File: config.mk
export PLATFORM = sky130hd
export DESIGN_NAME = scl_clock_gen
export DESIGN_NICKNAME = d
export VERILOG_FILES = /design/src/rtl/scl_gen_pkg.sv /design/src/rtl/scl_line_sync.sv /design/src/rtl/scl_phase_fsm.sv /design/src/rtl/scl_clock_gen.sv
export SDC_FILE = /design/constraint.sdc
export NUM_CORES = 1
export LEC_CHECK = 0
export BUFFER_PORTS_ARGS = -buffer_cell sky130_fd_sc_hd__buf_2
export CAP_MARGIN = 0
export CORE_MARGIN = 2
export CORE_UTILIZATION = 57
export DETAILED_ROUTE_END_ITERATION = 10
export GPL_TIMING_DRIVEN = 0
export PLACE_DENSITY = 0.93
export RECOVER_POWER = 50
export SYNTH_ARGS = -nofsm -noshare
export SYNTH_HDL_FRONTEND = slang
export SYNTH_SLANG_ARGS = --single-unit
export TNS_END_PERCENT = 1
File: constraint.sdc
create_clock -name clk -period 3 [get_ports clk]
set_clock_uncertainty 0.05 [all_clocks]
set_input_delay 0.3 -clock clk [delete_from_list [all_inputs] [get_ports clk]]
set_output_delay 0.3 -clock clk [all_outputs]
set_load 0.02 [all_outputs]
File: src/rtl/scl_gen_pkg.sv
package scl_gen_pkg;

  typedef enum logic [1:0] {
    PH_OFF  = 2'd0,
    PH_LOW  = 2'd1,
    PH_WAIT = 2'd2,
    PH_HIGH = 2'd3
  } scl_phase_e;

  // Raise a programmed length to the floor value.
  function automatic logic [31:0] clamp_count(input logic [31:0] req,
                                              input logic [31:0] floor_v);
    return (req < floor_v) ? floor_v : req;
  endfunction

  // Last counter value of a phase that lasts len cycles.
  function automatic logic [31:0] last_tick(input logic [31:0] len);
    return len - 32'd1;
  endfunction

endpackage

File: src/rtl/scl_line_sync.sv
module scl_line_sync #(
  parameter int STAGES = 2
) (
  input  logic clk,
  input  logic rst_n,
  input  logic scl_in,
  output logic scl_s,
  output logic scl_rise,
  output logic scl_fall
);

  logic stage_q [STAGES];
  logic prev_q;

  always_ff @(posedge clk or negedge rst_n) begin
    if (!rst_n) stage_q[0] <= 1'b1;
    else        stage_q[0] <= scl_in;
  end

  for (genvar i = 1; i < STAGES; i++) begin : g_stage
    always_ff @(posedge clk or negedge rst_n) begin
      if (!rst_n) stage_q[i] <= 1'b1;
      else        stage_q[i] <= stage_q[i-1];
    end
  end

  assign scl_s = stage_q[STAGES-1];

  always_ff @(posedge clk or negedge rst_n) begin
    if (!rst_n) prev_q <= 1'b1;
    else        prev_q <= scl_s;
  end

  assign scl_rise = scl_s & ~prev_q;
  assign scl_fall = ~scl_s & prev_q;

  // edge pulses never coincide and last one cycle
  a_r8_edges_exclusive: assert property (@(posedge clk) disable iff (!rst_n)
    !(scl_rise && scl_fall));
  a_r8_rise_single: assert property (@(posedge clk) disable iff (!rst_n)
    scl_rise |=> !scl_rise);
  a_r8_fall_single: assert property (@(posedge clk) disable iff (!rst_n)
    scl_fall |=> !scl_fall);

endmodule

File: src/rtl/scl_phase_fsm.sv
module scl_phase_fsm
  import scl_gen_pkg::*;
#(
  parameter int CNT_W     = 16,
  parameter int SYNC_LAT  = 3,
  parameter int MIN_COUNT = 4
) (
  input  logic             clk,
  input  logic             rst_n,
  input  logic             master_en,
  input  logic [CNT_W-1:0] low_count,
  input  logic [CNT_W-1:0] high_count,
  input  logic             scl_s,
  input  logic             hold_req,
  output logic             scl_pull_low
);

  localparam logic [CNT_W-1:0] CNT_ZERO = '0;
  localparam logic [CNT_W-1:0] CNT_ONE  = CNT_W'(1);
  localparam logic [CNT_W-1:0] CNT_SYNC = CNT_W'(SYNC_LAT);

  scl_phase_e       phase_q, phase_d;
  logic [CNT_W-1:0] cnt_q, cnt_d;
  logic [CNT_W-1:0] low_last, high_last;

  // Named internal events
  logic low_done, high_done, ext_cut, stretch_wait, hold_active, high_start;

  assign low_last  = CNT_W'(last_tick(clamp_count(32'(low_count),  32'(MIN_COUNT))));
  assign high_last = CNT_W'(last_tick(clamp_count(32'(high_count), 32'(MIN_COUNT))));

  assign low_done     = (phase_q == PH_LOW)  && (cnt_q >= low_last);
  assign high_done    = (phase_q == PH_HIGH) && (cnt_q >= high_last);
  assign ext_cut      = (phase_q == PH_HIGH) && !scl_s;
  assign stretch_wait = (phase_q == PH_WAIT) && !scl_s;
  assign hold_active  = low_done && hold_req;
  assign high_start   = (phase_q == PH_WAIT) && scl_s;

  always_comb begin
    phase_d = phase_q;
    cnt_d   = cnt_q;
    if (!master_en) begin
      phase_d = PH_OFF;
      cnt_d   = CNT_ZERO;
    end else begin
      case (phase_q)
        PH_OFF: begin
          phase_d = PH_WAIT;
          cnt_d   = CNT_ZERO;
        end
        PH_LOW: begin
          if (low_done) begin
            if (!hold_req) begin
              phase_d = PH_WAIT;
              cnt_d   = CNT_ZERO;
            end
          end else begin
            cnt_d = cnt_q + CNT_ONE;
          end
        end
        PH_WAIT: begin
          if (high_start) begin
            phase_d = PH_HIGH;
            cnt_d   = CNT_SYNC;
          end
        end
        PH_HIGH: begin
          if (ext_cut) begin
            phase_d = PH_LOW;
            cnt_d   = CNT_SYNC;
          end else if (high_done) begin
            phase_d = PH_LOW;
            cnt_d   = CNT_ZERO;
          end else begin
            cnt_d = cnt_q + CNT_ONE;
          end
        end
        default: begin
          phase_d = PH_OFF;
          cnt_d   = CNT_ZERO;
        end
      endcase
    end
  end

  always_ff @(posedge clk or negedge rst_n) begin
    if (!rst_n) begin
      phase_q <= PH_OFF;
      cnt_q   <= CNT_ZERO;
    end else begin
      phase_q <= phase_d;
      cnt_q   <= cnt_d;
    end
  end

  assign scl_pull_low = (phase_q == PH_LOW);

  // master mode off releases the line
  a_r1_off_releases: assert property (@(posedge clk) disable iff (!rst_n)
    !master_en |=> !scl_pull_low);
  // no high count while the synchronized line is still low
  a_r6_no_high_while_low: assert property (@(posedge clk) disable iff (!rst_n)
    stretch_wait |=> (phase_q != PH_HIGH));
  // high phase only begins after the line was seen high
  a_r3_high_after_seen_high: assert property (@(posedge clk) disable iff (!rst_n)
    ((phase_q == PH_HIGH) && ($past(phase_q) != PH_HIGH)) |-> $past(scl_s));
  // another device pulling low ends the high phase
  a_r5_cut_pulls_low: assert property (@(posedge clk) disable iff (!rst_n)
    (ext_cut && master_en) |=> scl_pull_low);
  // a pending hold keeps the line low
  a_r7_hold_keeps_low: assert property (@(posedge clk) disable iff (!rst_n)
    (hold_active && master_en) |=> scl_pull_low);

endmodule

File: src/rtl/scl_clock_gen.sv
module scl_clock_gen #(
  parameter int CNT_W       = 16,
  parameter int SYNC_STAGES = 2
) (
  input  logic             clk,
  input  logic             rst_n,
  input  logic             master_en,
  input  logic [CNT_W-1:0] low_count,
  input  logic [CNT_W-1:0] high_count,
  input  logic             scl_in,
  input  logic             hold_req,
  output logic             scl_pull_low,
  output logic             scl_rise,
  output logic             scl_fall
);

  // Synchronizer stages plus the phase register
  localparam int SYNC_LAT  = SYNC_STAGES + 1;
  localparam int MIN_COUNT = SYNC_LAT + 1;

  logic scl_s;

  scl_line_sync #(.STAGES(SYNC_STAGES)) u_sync (
    .clk      (clk),
    .rst_n    (rst_n),
    .scl_in   (scl_in),
    .scl_s    (scl_s),
    .scl_rise (scl_rise),
    .scl_fall (scl_fall)
  );

  scl_phase_fsm #(
    .CNT_W     (CNT_W),
    .SYNC_LAT  (SYNC_LAT),
    .MIN_COUNT (MIN_COUNT)
  ) u_fsm (
    .clk          (clk),
    .rst_n        (rst_n),
    .master_en    (master_en),
    .low_count    (low_count),
    .high_count   (high_count),
    .scl_s        (scl_s),
    .hold_req     (hold_req),
    .scl_pull_low (scl_pull_low)
  );

  // outputs idle while reset is applied
  always_comb begin
    if (!rst_n) begin
      a_r9_reset_idle: assert (!scl_pull_low && !scl_rise && !scl_fall);
    end
  end

endmodule

* Word level (Yosys, flattened, before mapping)
Index checks and enable logic that the tools add are counted.
Cells by class: add/subtract/negate cells 3, order comparisons 4, equal/unequal tests 8, multiplexer cells 16, bitwise gates (word level) 4, reductions and logical operators 8
Operators with widths (count):
- $mux W16 | 8
- $pmux W16 S4 | 1
- $ge A16 B16 Y1 | 2
- $lt A16 B3 Y1 const B | 2
- $sub A16 B1 Y16 const B | 2
- $add A16 B1 Y16 const B | 1
- $mux W2 | 6
- $pmux W2 S4 | 1
- $ne A3 B2 Y1 const B | 2
- $eq A2 B2 Y1 const B | 2
- $logic_and A1 B1 Y1 | 4
- $ne A4 B2 Y1 const B | 1
- $ne A4 B4 Y1 const B | 1
- $reduce_and A4 Y1 | 1
- $ne A3 B3 Y1 const B | 1
- $and A1 B1 Y1 | 2
- $eq A2 B1 Y1 const B | 1
- $logic_not A2 Y1 | 1
- $not A1 Y1 | 2
- $reduce_and A2 Y1 | 1
- $logic_not A1 Y1 | 1
Storage, ports and cells: register bits after elaboration 21, bits of input ports 37, output and inout port bits 3, logic and storage cells 48

* Longest topological paths before layout
Gate-level depths: netlist of the first run.
word-level depth 9, mapped depth 20, mapped depth without buffers 19

* Cells and area by module
Synthesis of the first run repeated with hierarchy kept, for this count alone.
Second synthesis, totals: cells, all modules 301, area, all modules 2486.1 um^2
Modules (own cells, without submodules):
- scl_phase_fsm | times used 1, cells an instance 296, area each 2392.3 um^2, seq. area each 450.4 um^2
- scl_line_sync | times used 1, cells an instance 5, area each 93.8 um^2, seq. area each 78.8 um^2

* Worst setup path before layout of the first run
OpenSTA, ideal clock, no wires.
path kind input port to flip-flop, start input port low_count[12], end register u_fsm.cnt_q[13], setup time 82 ps, arrival 4800 ps, required time 2868 ps, setup slack -1932 ps, cell stages on the path 19, buffers on the path 0, path through or4_1 or3_1 nor2_1 nand2_1 o21ai_0 ha_1 nand2b_1 or4_1 or3_1 nor4_1 xnor2_1 ha_1 a2111oi_0 o21ai_0 a21oi_1 o21ai_1 o31ai_1 o21ai_0 a31oi_1
On the way: word-level cells in the longest chain between the ends 8, elaborated cells between the ends (all ways) 10, those cells by class add/sub: 1; order compare: 2; eq/ne: 1; mux: 4; reduce/logical: 2
RTL lines:
- from (decl) | line scl_clock_gen.sv:8 | input logic [CNT_W-1:0] low_count,
- $lt A16 B3 Y1 | line scl_gen_pkg.sv:13 | return (req < floor_v) ? floor_v : req;
- $mux W16 * | line scl_gen_pkg.sv:13
- $sub A16 B1 Y16 * | line scl_gen_pkg.sv:18 | return len - 32'd1;
- $ge A16 B16 Y1 * | line scl_phase_fsm.sv:32 | assign low_done = (phase_q == PH_LOW) && (cnt_q >= low_last);
- $logic_and A1 B1 Y1 * | line scl_phase_fsm.sv:32
- $mux W16 | line scl_phase_fsm.sv:52 | if (low_done) begin
- $pmux W16 S4 | line scl_phase_fsm.sv:46 | case (phase_q)
- $mux W16 | line scl_phase_fsm.sv:42 | if (!master_en) begin
- to (signal assigned) | line scl_phase_fsm.sv:92 | cnt_q <= cnt_d;
- to (decl) | line scl_phase_fsm.sv:23 | logic [CNT_W-1:0] cnt_q, cnt_d;
Mark *: on every way between the ends. The rest lies on a longest branch, timed or not. A chain may end at the register's enable or synchronous reset.

* Final worst setup path of the first run
start input port low_count[12], end register u_fsm.cnt_q[2]
Same word-level chain as after synthesis.

==> summary.txt, run 1 <==
Run status
  • Outcome: complete, but fails checks
  • Failing checks: negative setup slack

Clocking
  • Clock transition at path regs: 0.07 ns
  • CTS Sinks: 21
  • CTS tree: built
  • Clk buf depth: 2
  • Worst-Skew Late Latency: 0.26 ns
  • H-tree Lvls: 1
  • Num CTS Buffers: 3
  • Root Driver: clkbuf_8

Finish
  • Area delta synth->final: 27.18%
  • Finished Core Util: 74.95%
  • Total area of sequential cells: 529.3 sq um
  • Nets: 418
  • # fillers: 251
  • N_diodes: 0
  • Fin cells: 395
  • Share of layout cells above drive strength 1: 27.83%
  • Multi-input gate area: 1991 sq um

Die
  • Std cell rows: 23
  • Die height: 68.31 um
  • Die X: 68.31 um
  • Starting Density: 58.93%
  • Total core area: 4000 sq um
  • IO Count: 40
  • Die ar.: 4666 sq um

Placement
  • Routability congestion estimate: 0.9575
  • Dpl ws: -2.441 ns
  • Dpl hpwl: 4.622 mm
  • Port buffer count: 39
  • Dpl cells: 377

Yosys
  • Simple-Gate Fraction of Synth Area: 25.80%
  • Synth Warn #: 0
  • Synthesized net count: 360
  • Synth cell types: 48
  • Post-synthesis instance area: 2357 sq um
  • Number of flops mapped to enable cells by yosys: 0
  • Xor/xnor cell area share of the yosys netlist: 10.03%
  • Synth Instances: 288
  • Post-synthesis mux area share: 0.4246%
  • Top cells by area, synth: dfrtp_1, ha_1, xnor2_1
  • Largest family of logic cells by synthesized area: simple AND/OR/NAND/NOR gates
  • Post-Synth Adder-Cell Area: 18.58%
  • Async set-reset flop share out of synthesis: 100.0%
  • Synth Area in Compound Gates: 21.07%
  • Synth top area share: 19.11%
  • FF+latch count, synth: 21
  • Post-synth top area cell: dfrtp_1
  • Top FF cell, synth: dfrtp_1
  • Register area share after synthesis: 22.45%
  • Synth Area per Inst: 8.185 sq um

STA
  • Final period utilization: 162.5%
  • Fmax: 0.2051 GHz
  • # setup viols final: 18
  • WHS: 0.08626 ns
  • Slew Viols, Final: 0
  • Tightest Pin Transition: 1.181 ns
  • RSZ-0062 raised after global routing: true
  • Crit path time final: 4.876 ns
  • Normalized max-slew margin: 21.24%
  • Final Hold Vio Count: 0
  • Post-route worst setup slack: -1.876 ns

Global routing
  • Total GRT Usage: 26.60%
  • Initial antenna violation count: 0
  • First-pass GRT wire length: 9.542 mm
  • GRT overflow: 0
  • Largest net degree at the start of global routing: 22
  • Vias in the first global route: 2172

Pwr
  • Power, Total: 0.7632 mW
  • Int Power: 0.5028 mW
  • Net Sw Power: 0.2604 mW
  • Max VDD drop: 0.2839 mV
  • PwrDens: 254.6 nW/um^2
  • Sw Share: 34.12%
  • Reg power frac: 41.5%
  • Clk network pwr share: 24.3%
  • LEAKAGE: 1.278 nW
  • Logic pwr share: 34.2%

Critical path
  • Critical Path End Type: flip-flop
  • Slowest cell delay on critical path: 0.54 ns
  • Worst path cell trace: buf_6 > or4_4 > or3_4 > nor2_4 > nand2_2 > o21ai_2 > ha_2 > nand2b_1 > or4_4 > or3_4 > nor4_4 > xnor2_1 > ha_2 > a2111oi_4 > o21ai_1 > a21oi_2 > o21ai_4 > buf_4 > o31ai_4 > buf_6 > buf_4 > a21oi_1 > a31oi_1
  • Crit path max-delay cell type: or4_4
  • CP Launch Type: input port
  • Worst setup path class: input port to flip-flop
  • Critical-path maximum fanout: 7
  • Worst endpoint required time: 3.13 ns
  • CP arrival: 5.00 ns

Detailed routing
  • WL met3: 320 um
  • DR top layer: met4
  • Met2 wire len: 3.367 mm
  • DRC errors left: 0
  • DRT Wirelength: 6.573 mm
  • Vias after detailed routing: 2473
  • Initial DRC Count: 229
  • Post-DRT Antenna Nets: 0
  • Routed wire length per instance: 16.64 um
  • Via density: 6.261
  • DR pass1 iterations: 4
  • M1 wire length: 2.830 mm

Run
  • Max-Cap Viols: 0

Worst hold path
  • Worst hold-check path type: input port to flip-flop
## synth_stat cells (all sizes together) (3+ instances only)
master and instances:
ha 35, nand2b 10, and3 5, nand3 9, nor4 5, o21ai 25
o31ai 3, a211oi 4, xnor2 17, xor2 10, a21oi 22, or3 9
a21o 3, nor3 11, a31oi 5, nand2 24, inv 8, nand4 4
or4 5, dfrtp 18, dfstp 3, nor2 25
## kinds of logic (layout without fill, tap and decap cells)
group | count (synthesis) | after routing
compound gates | 79 | 79
fa+ha+maj | 35 | 35
mux | 1 | 1
simple gates | 115 | 115
buf+inv | 10 | 67
flops | 21 | 21
xor+xnor | 27 | 27
## power groups by stage
| stage | sequential (mW) | clock (mW) | combinational (mW) |
|---|---|---|---|
| after global routing | 0.320 | 0.205 | 0.287 |
| after CTS | 0.316 | 0.188 | 0.240 |
| final | 0.317 | 0.185 | 0.261 |
| after floorplan | 0.316 | 0 | 0.134 |
| after detailed placement | 0.322 | 0 | 0.215 |
| after global placement | 0.321 | 0 | 0.205 |
## placed cells by master (no fill, tap or decap), types with 9 or more instances in the layout
cell type / synthesis / final
xnor2_1: 17 / 17
buf_2: 1 / 36
buf_4: 0 / 13
nand2_1: 24 / 22
ha_1: 35 / 32
nor2_1: 24 / 21
a21oi_1: 22 / 20
nand2b_1: 10 / 10
dfrtp_1: 18 / 18
xor2_1: 10 / 10
o21ai_0: 23 / 12
nor3_1: 11 / 9
## critical path: cells and delay by family
kind                       cells  cell delay, ns
and+or+nand+nor                8            2.25
AOI/OAI and AO/OA              8            1.41
buffers and inverters          4            0.52
adders and majority gates      2            0.40
xor gates and xnor gates       1            0.11
## state kept, by name, summed over array words and instances, names as in the netlist
| register | flops |
|---|---|
| u_sync.scl_s | 1 |
| u_sync.prev_q | 1 |
| u_sync.stage_q | 1 |
| u_fsm.cnt_q | 16 |
| u_fsm.phase_q | 2 |
## layout make-up
class / instances / area share (%)
Timing Repair Buffer: 53 / 10.68
Multi-Input combinational cell: 257 / 66.40
Inverter: 8 / 1.002
Sequential cell: 21 / 17.65
Tap cell: 50 / 2.087
Clock buffer: 4 / 1.503
Buffer: 2 / 0.6678
## stage by stage
step / setup TNS (ns) / cell area (sq um)
final: -31.68 / 2998
after global routing: -35.23 / 2998
after CTS: -30.87 / 2875
after detailed placement: -40.01 / 2643
after global placement: -36.98 / 2643
after floorplan: -26.79 / 2385
## worst paths after layout
path	startpoint	to	slack, ns	depth (start not counted)
max in group asynchronous	rst_n	u_fsm.cnt_q[4]	1.45	2
min in group asynchronous	rst_n	u_fsm.cnt_q[7]	0.74	2
worst min-delay path	scl_in	u_sync.stage_q[1]	0.09	1
worst max register to register	u_fsm.cnt_q[0]	u_fsm.cnt_q[2]	0.23	11
worst min register to register	u_sync.stage_q[1]	u_sync.scl_s	0.32	0
worst max-delay path	low_count[12]	u_fsm.cnt_q[2]	-1.88	23
## layer usage
layer | up-vias | track usage (%)
li1 | 1202 | -
met5 | - | 0
met2 | 73 | 45.63
met3 | 8 | 3.618
met1 | 1190 | 35.66
met4 | 0 | 5.250
## repair_timing
action | CTS | global route
pin swaps | 12 | 9
cloned | 0 | 0
setup endpoints to repair | 18 | 18
hold buffers | 1 | 0
buffers inserted | 5 | 8
gates resized for setup | 34 | 20
hold endpoints to repair | 18 | 0
Power figures use the tool's default switching activity.
==> inputs of run 2 (changes only) <==
CELL_PAD_IN_SITES_DETAIL_PLACEMENT = 0   (was unset)
CELL_PAD_IN_SITES_GLOBAL_PLACEMENT = 1   (was unset)
CORE_UTILIZATION = 42   (was 57)
PLACE_DENSITY = 0.92   (was 0.93)
==> run 2 against run 1 <==
Against the previous run:
- flip-flop and latch count unchanged
- critical endpoint is now u_fsm.cnt_q[11]
- largest cell class unchanged
- fmax grew 4.2%
- the run still ends with negative setup slack left
- non-clock buffer count decreased by 4
- first-iteration DRC count down 66%
- clock power about the same
- core utilization down 20 points
- worst hold slack gained 0.0010 ns
==> summary.txt, run 2 (synthesis results as in run 1) <==
STA
  • Normalized max-slew margin: 24.55%
  • # setup viols final: 18
  • Final period utilization: 155.9%
  • Fmax: 0.2138 GHz
  • RSZ-0062 raised after global routing: true
  • Post-route worst setup slack: -1.677 ns
  • Tightest Pin Transition: 1.132 ns
  • Crit path time final: 4.677 ns
  • Slew Viols, Final: 0
  • Final Hold Vio Count: 0

Critical path
  • CP Launch Type: input port
  • Critical Path End Type: flip-flop
  • Critical-path maximum fanout: 5
  • Worst setup path class: input port to flip-flop
  • Worst endpoint required time: 3.15 ns
  • CP arrival: 4.83 ns

Clocking
  • H-tree Lvls: 1
  • CTS tree: built
  • Worst-Skew Late Latency: 0.26 ns
  • Root Driver: clkbuf_8
  • CTS Sinks: 21
  • Clock transition at path regs: 0.08 ns
  • Clk buf depth: 2
  • Num CTS Buffers: 3

Die
  • Starting Density: 43.07%
  • Die ar.: 6228 sq um
  • Total core area: 5473 sq um
  • IO Count: 40
  • Die height: 78.92 um
  • Die X: 78.92 um
  • Std cell rows: 27

Detailed routing
  • DR pass1 iterations: 5
  • Initial DRC Count: 79
  • DRC errors left: 0
  • Via density: 5.617
  • Routed wire length per instance: 13.73 um
  • DRT Wirelength: 5.669 mm
  • Post-DRT Antenna Nets: 0
  • Vias after detailed routing: 2320

Run
  • Max-Cap Viols: 0

Run status
  • Outcome: complete, but fails checks
  • Failing checks: negative setup slack

Pwr
  • Max VDD drop: 0.2141 mV
  • PwrDens: 252.0 nW/um^2
  • LEAKAGE: 1.258 nW

Finish
  • Most frequent cells in the layout: buf_2, ha_1, nor2_1
  • Area delta synth->final: 27.12%
  • Finished Core Util: 54.76%
  • Fin cells: 413
  • Largest regs: u_fsm.cnt_q (16), u_fsm.phase_q (2)
  • Commonest non-fill, non-tap cell in the layout: buf_2
  • Largest register by flop count: u_fsm.cnt_q
  • Nets: 414
  • Share of layout cells above drive strength 1: 26.39%
  • # fillers: 527
  • N_diodes: 0
  • Max FFs per register: 16

Global routing
  • Largest net degree at the start of global routing: 22
  • Initial antenna violation count: 0
  • First-pass GRT wire length: 9.798 mm
  • GRT overflow: 0
  • Total GRT Usage: 19.44%
  • Vias in the first global route: 2117

Placement
  • Dpl ws: -2.399 ns
  • Dpl cells: 399
  • Port buffer count: 39
  • Routability congestion estimate: 0.8448
  • Dpl hpwl: 4.403 mm

Worst hold path
  • Worst hold-check path type: input port to flip-flop
==> run 2: worst max-delay path, cell delays in order <==
cell and delay [ns]:
buf_6 0.10, or4_4 0.54, or3_4 0.36, nor2_4 0.14, nand2_2 0.07, o21ai_2 0.15, ha_2 0.20, nand2b_1 0.08
or4_4 0.42, or3_4 0.38, nor4_4 0.15, xnor2_1 0.10, ha_2 0.20, a2111oi_4 0.28, o21ai_1 0.12, a21oi_2 0.21
o21ai_4 0.12, o21a_1 0.23, or4_1 0.52, a21oi_2 0.14
==> run 2: stage by stage <==
step                instance area [sq um]  hold WS [ns]  setup TNS [ns]  total power, mW
floorplan                            2385      -0.04559          -26.79           0.4507
global placement                     2670        0.2289          -38.24           0.5285
detailed placement                   2670        0.2356          -39.44           0.5349
CTS                                  2940       0.08088          -28.13           0.7503
global route                         2997       0.06711          -32.49           0.8020
finish                               2997       0.08728          -28.15           0.7552
==> run 2: power by group <==
group | switching [mW] | leakage [nW] | internal, mW | total (mW)
Clock | 0.0937 | 0.0228 | 0.0947 | 0.188
Combinational | 0.143 | 0.957 | 0.108 | 0.251
Sequential | 0.0189 | 0.279 | 0.297 | 0.316
==> run 2: path summary, 6_finish.rpt <==
check                                   from  slack [ns]  depth (start not counted)                end
max                            low_count[12]       -1.68                         20    u_fsm.cnt_q[11]
min                                   scl_in        0.09                          1  u_sync.stage_q[1]
max reg2reg                  u_fsm.cnt_q[13]        0.32                          8    u_fsm.cnt_q[11]
min reg2reg                u_sync.stage_q[1]        0.32                          0       u_sync.scl_s
max in group asynchronous              rst_n        1.50                          2     u_fsm.cnt_q[4]
min in group asynchronous              rst_n        0.72                          2     u_fsm.cnt_q[5]
==> run 2: repair_timing <==
action,in CTS,in global routing
setup endpoints to repair,18,18
pin swaps,9,5
hold buffers,1,0
hold endpoints to repair,18,0
resized for setup,39,7
buffers inserted,5,4
==> run 2: per-layer routing <==
layer / vias up / track usage (%) / part of all wire, %
li1: 1195 / - / -
met1: 1085 / 27.14 / 46
met2: 34 / 33.16 / 50
met3: 6 / 2.386 / 3.0
met4: 0 / 2.586 / 0.71
met5: - / 0 / 0
==> run 2: cell type report <==
type | instances | area [sq um] | share of cell area (%)
buffer | 2 | 18.77 | 0.6263
inverter | 8 | 30.03 | 1.002
tap | 72 | 90.09 | 3.006
sequential | 21 | 529.3 | 17.66
clock buffer | 4 | 45.04 | 1.503
timing repair buffer | 49 | 287.8 | 9.603
multi-input combinational | 257 | 1996 | 66.60
==> inputs of run 3 (changes only) <==
ABC_AREA = 1   (was unset)
PLACE_DENSITY = 0.94   (was 0.92)
==> run 3 against run 2 <==
Against the previous run:
- the flow now finishes without violations
- count of clock-buffer cells in the layout is 1 lower
- sequential power is 4% higher
- worst hold slack worse by 0.010 ns
- core utilization is 2.4 points lower
- synthesized cell count is 56% higher
- sequential share of layout area is 2.7 points lower
- via count is 26% higher
- combinational power is 80% higher
- power is 29% higher
- worst setup slack better by 1.8 ns
- critical path type unchanged
- highest routed layer unchanged
==> summary.txt, run 3 <==
Global routing
  • Largest net degree at the start of global routing: 22
  • Vias in the first global route: 2667
  • Initial antenna violation count: 0
  • GRT overflow: 0
  • First-pass GRT wire length: 11.61 mm
  • Total GRT Usage: 18.73%

Finish
  • Most frequent cells in the layout: nand2_1, inv_1, nand3_1, buf_2, nor2_1
  • # fillers: 665
  • Finished Core Util: 52.31%
  • Largest register by flop count: u_fsm.cnt_q
  • N_diodes: 0
  • Design Area, Final: 3535 sq um
  • Share of layout cells above drive strength 1: 25.55%
  • Area delta synth->final: 21.09%
  • Max FFs per register: 16
  • Nets: 574
  • Fin cells: 581
  • Largest regs: u_fsm.cnt_q (16), u_fsm.phase_q (2)
  • Commonest non-fill, non-tap cell in the layout: nand2_1

Yosys
  • Synth Warn #: 0
  • Synth top cells by count: nand2_1, inv_1, nor2_1, nand3_1, ha_1
  • Top cells by area, synth: nand2_1, dfrtp_1, ha_1
  • Synth top area share: 15.69%
  • Async set-reset flop share out of synthesis: 100.0%
  • Synth Instances: 449
  • Synth cell types: 34
  • Post-synth top area cell: nand2_1
  • Register area share after synthesis: 18.13%
  • FF+latch count, synth: 21
  • Synthesized net count: 521
  • Synth Area per Inst: 6.501 sq um
  • Top FF cell, synth: dfrtp_1
  • Most frequent cell after synthesis: nand2_1
  • Post-synthesis instance area: 2919 sq um
  • Number of flops mapped to enable cells by yosys: 0

Detailed routing
  • DRC errors left: 0
  • Vias after detailed routing: 2915
  • Initial DRC Count: 154
  • Via density: 5.017
  • Post-DRT Antenna Nets: 0
  • Routed wire length per instance: 11.62 um
  • DR pass1 iterations: 4
  • DRT Wirelength: 6.752 mm

Die
  • Die X: 87.37 um
  • Std cell rows: 30
  • Total core area: 6756 sq um
  • IO Count: 40
  • Starting Density: 43.20%
  • Die height: 87.37 um
  • Die ar.: 7633 sq um

Pwr
  • Power, Total: 0.9737 mW
  • Max VDD drop: 0.2604 mV
  • LEAKAGE: 1.862 nW
  • PwrDens: 275.5 nW/um^2

Critical path
  • Worst path cell trace: buf_2 > nor2_4 > nand2_1 > nor2_2 > nand4_4 > nand2_2 > ha_4 > inv_1 > nor2_4 > nand3_4 > nor2_4 > nand2_1 > nand2_1 > nand2_1 > ha_1 > nand2_2 > nor2_2 > a21oi_2 > buf_4 > nand4_4 > buf_6 > nand3_1 > nand2_1
  • Crit path max-delay cell type: ha_1
  • Crit path max-delay family: simple AND/OR/NAND/NOR gates
  • Critical Path End Type: flip-flop
  • Worst setup path class: input port to flip-flop
  • CP arrival: 3.00 ns
  • Slowest cell delay on critical path: 0.28 ns
  • Worst endpoint required time: 3.11 ns
  • Critical path's most frequent cell: nand2_1
  • Reg-to-reg setup timing slack: 0.89 ns
  • Critical-path maximum fanout: 5
  • Crit path buf inv count: 4
  • CP Launch Type: input port

Placement
  • Dpl hpwl: 5.486 mm
  • Placed Area: 3214 sq um
  • Dpl cells: 568
  • Routability congestion estimate: 0.8433
  • Port buffer count: 39

Clocking
  • Root Driver: clkbuf_8
  • Num CTS Buffers: 3
  • Clk buf depth: 2
  • Clock transition at path regs: 0.08 ns
  • H-tree Lvls: 1
  • CTS tree: built
  • CTS Sinks: 21
  • Worst-Skew Late Latency: 0.26 ns

STA
  • Fmax: 0.3457 GHz
  • Setup_tns: 0 ns
  • Final period utilization: 96.43%
  • Normalized max-slew margin: 22.35%
  • Tightest Pin Transition: 1.165 ns
  • Slew Viols, Final: 0
  • Final Hold Vio Count: 0
  • Crit path time final: 2.893 ns
  • # setup viols final: 0
  • RSZ-0062 raised after global routing: true

Run status
  • Outcome: completed

Worst hold path
  • Worst hold-check path type: input port to flip-flop

Run
  • Max-Cap Viols: 0
==> run 3: cell types whose count changed in the layout (fill, tap and decap cells not counted), sizes merged, moves of 5 or more <==
cell and delta:
nand2b -10, or3 -9, inv +59, xnor2 -15, nand3 +37, nand4 +5
o21ai -11, nand2 +108, and3 -5, xor2 +8, nor2 +31
==> run 3: power by group <==
group / switching, mW / internal [mW] / leakage (nW) / total [mW]
combinational: 0.283 / 0.169 / 1.56 / 0.453
clock: 0.0994 / 0.0928 / 0.0255 / 0.192
sequential: 0.0240 / 0.305 / 0.279 / 0.329
==> run 3: through the flow <==
stage | hold slack [ns] | worst slack [ns]
5_1_grt | 0.05522 | -0.1096
6_report | 0.07693 | 0.1070
2_1_floorplan | -0.04559 | 0.1847
3_5_place_dp | 0.2422 | -0.4782
3_3_place_gp | 0.2331 | -0.4060
4_1_cts | 0.06861 | 0.01769
==> run 3: layout make-up <==
type                       instances  area, sq um  area share [%]
clock buffer                       3        41.29           1.168
buffer                             4        62.56           1.770
inverter                          69        259.0           7.327
timing repair buffer              48        280.3           7.929
clock inverter                     1        5.005          0.1416
sequential                        21        529.3           14.97
multi-input combinational        355         2257           63.86
tap                               80        100.1           2.832
==> run 3: cells by family (layout without fill, tap and decap cells) <==
kind of cell    after synthesis  in the layout  share of synthesized area (%)
simple gates                258            258                          41.41
fa+ha+maj                    35             35                          15.00
buf+inv                      73            125                          11.02
compound gates               42             42                          8.445
flops                        21             21                          18.13
xor+xnor                     20             20                          6.001
==> run 3: metal layers <==
layer,track usage [%],wire [um],vias up
met5,0,0,-
met3,2.559,298,4
met2,32.78,3261,48
met1,25.10,3149,1312
met4,2.378,42,0
li1,-,-,1551
==> run 3: final timing paths <==
check | startpoint | end | depth (start not counted)
max | low_count[10] | u_fsm.cnt_q[4] | 23
min | scl_in | u_sync.stage_q[1] | 1
max reg2reg | u_fsm.cnt_q[13] | u_fsm.cnt_q[4] | 9
min reg2reg | u_sync.stage_q[1] | u_sync.scl_s | 0
max in group asynchronous | rst_n | u_fsm.phase_q[0] | 2
min in group asynchronous | rst_n | u_fsm.cnt_q[11] | 2
==> run 3: timing repair <==
action | CTS | global route
endpoints found under the setup margin | 18 | 18
hold buffers | 1 | 0
buffers inserted | 3 | 4
pin swaps | 2 | 17
cloned | 1 | 0
gates resized for setup | 14 | 34
endpoints found under the hold margin | 18 | 0
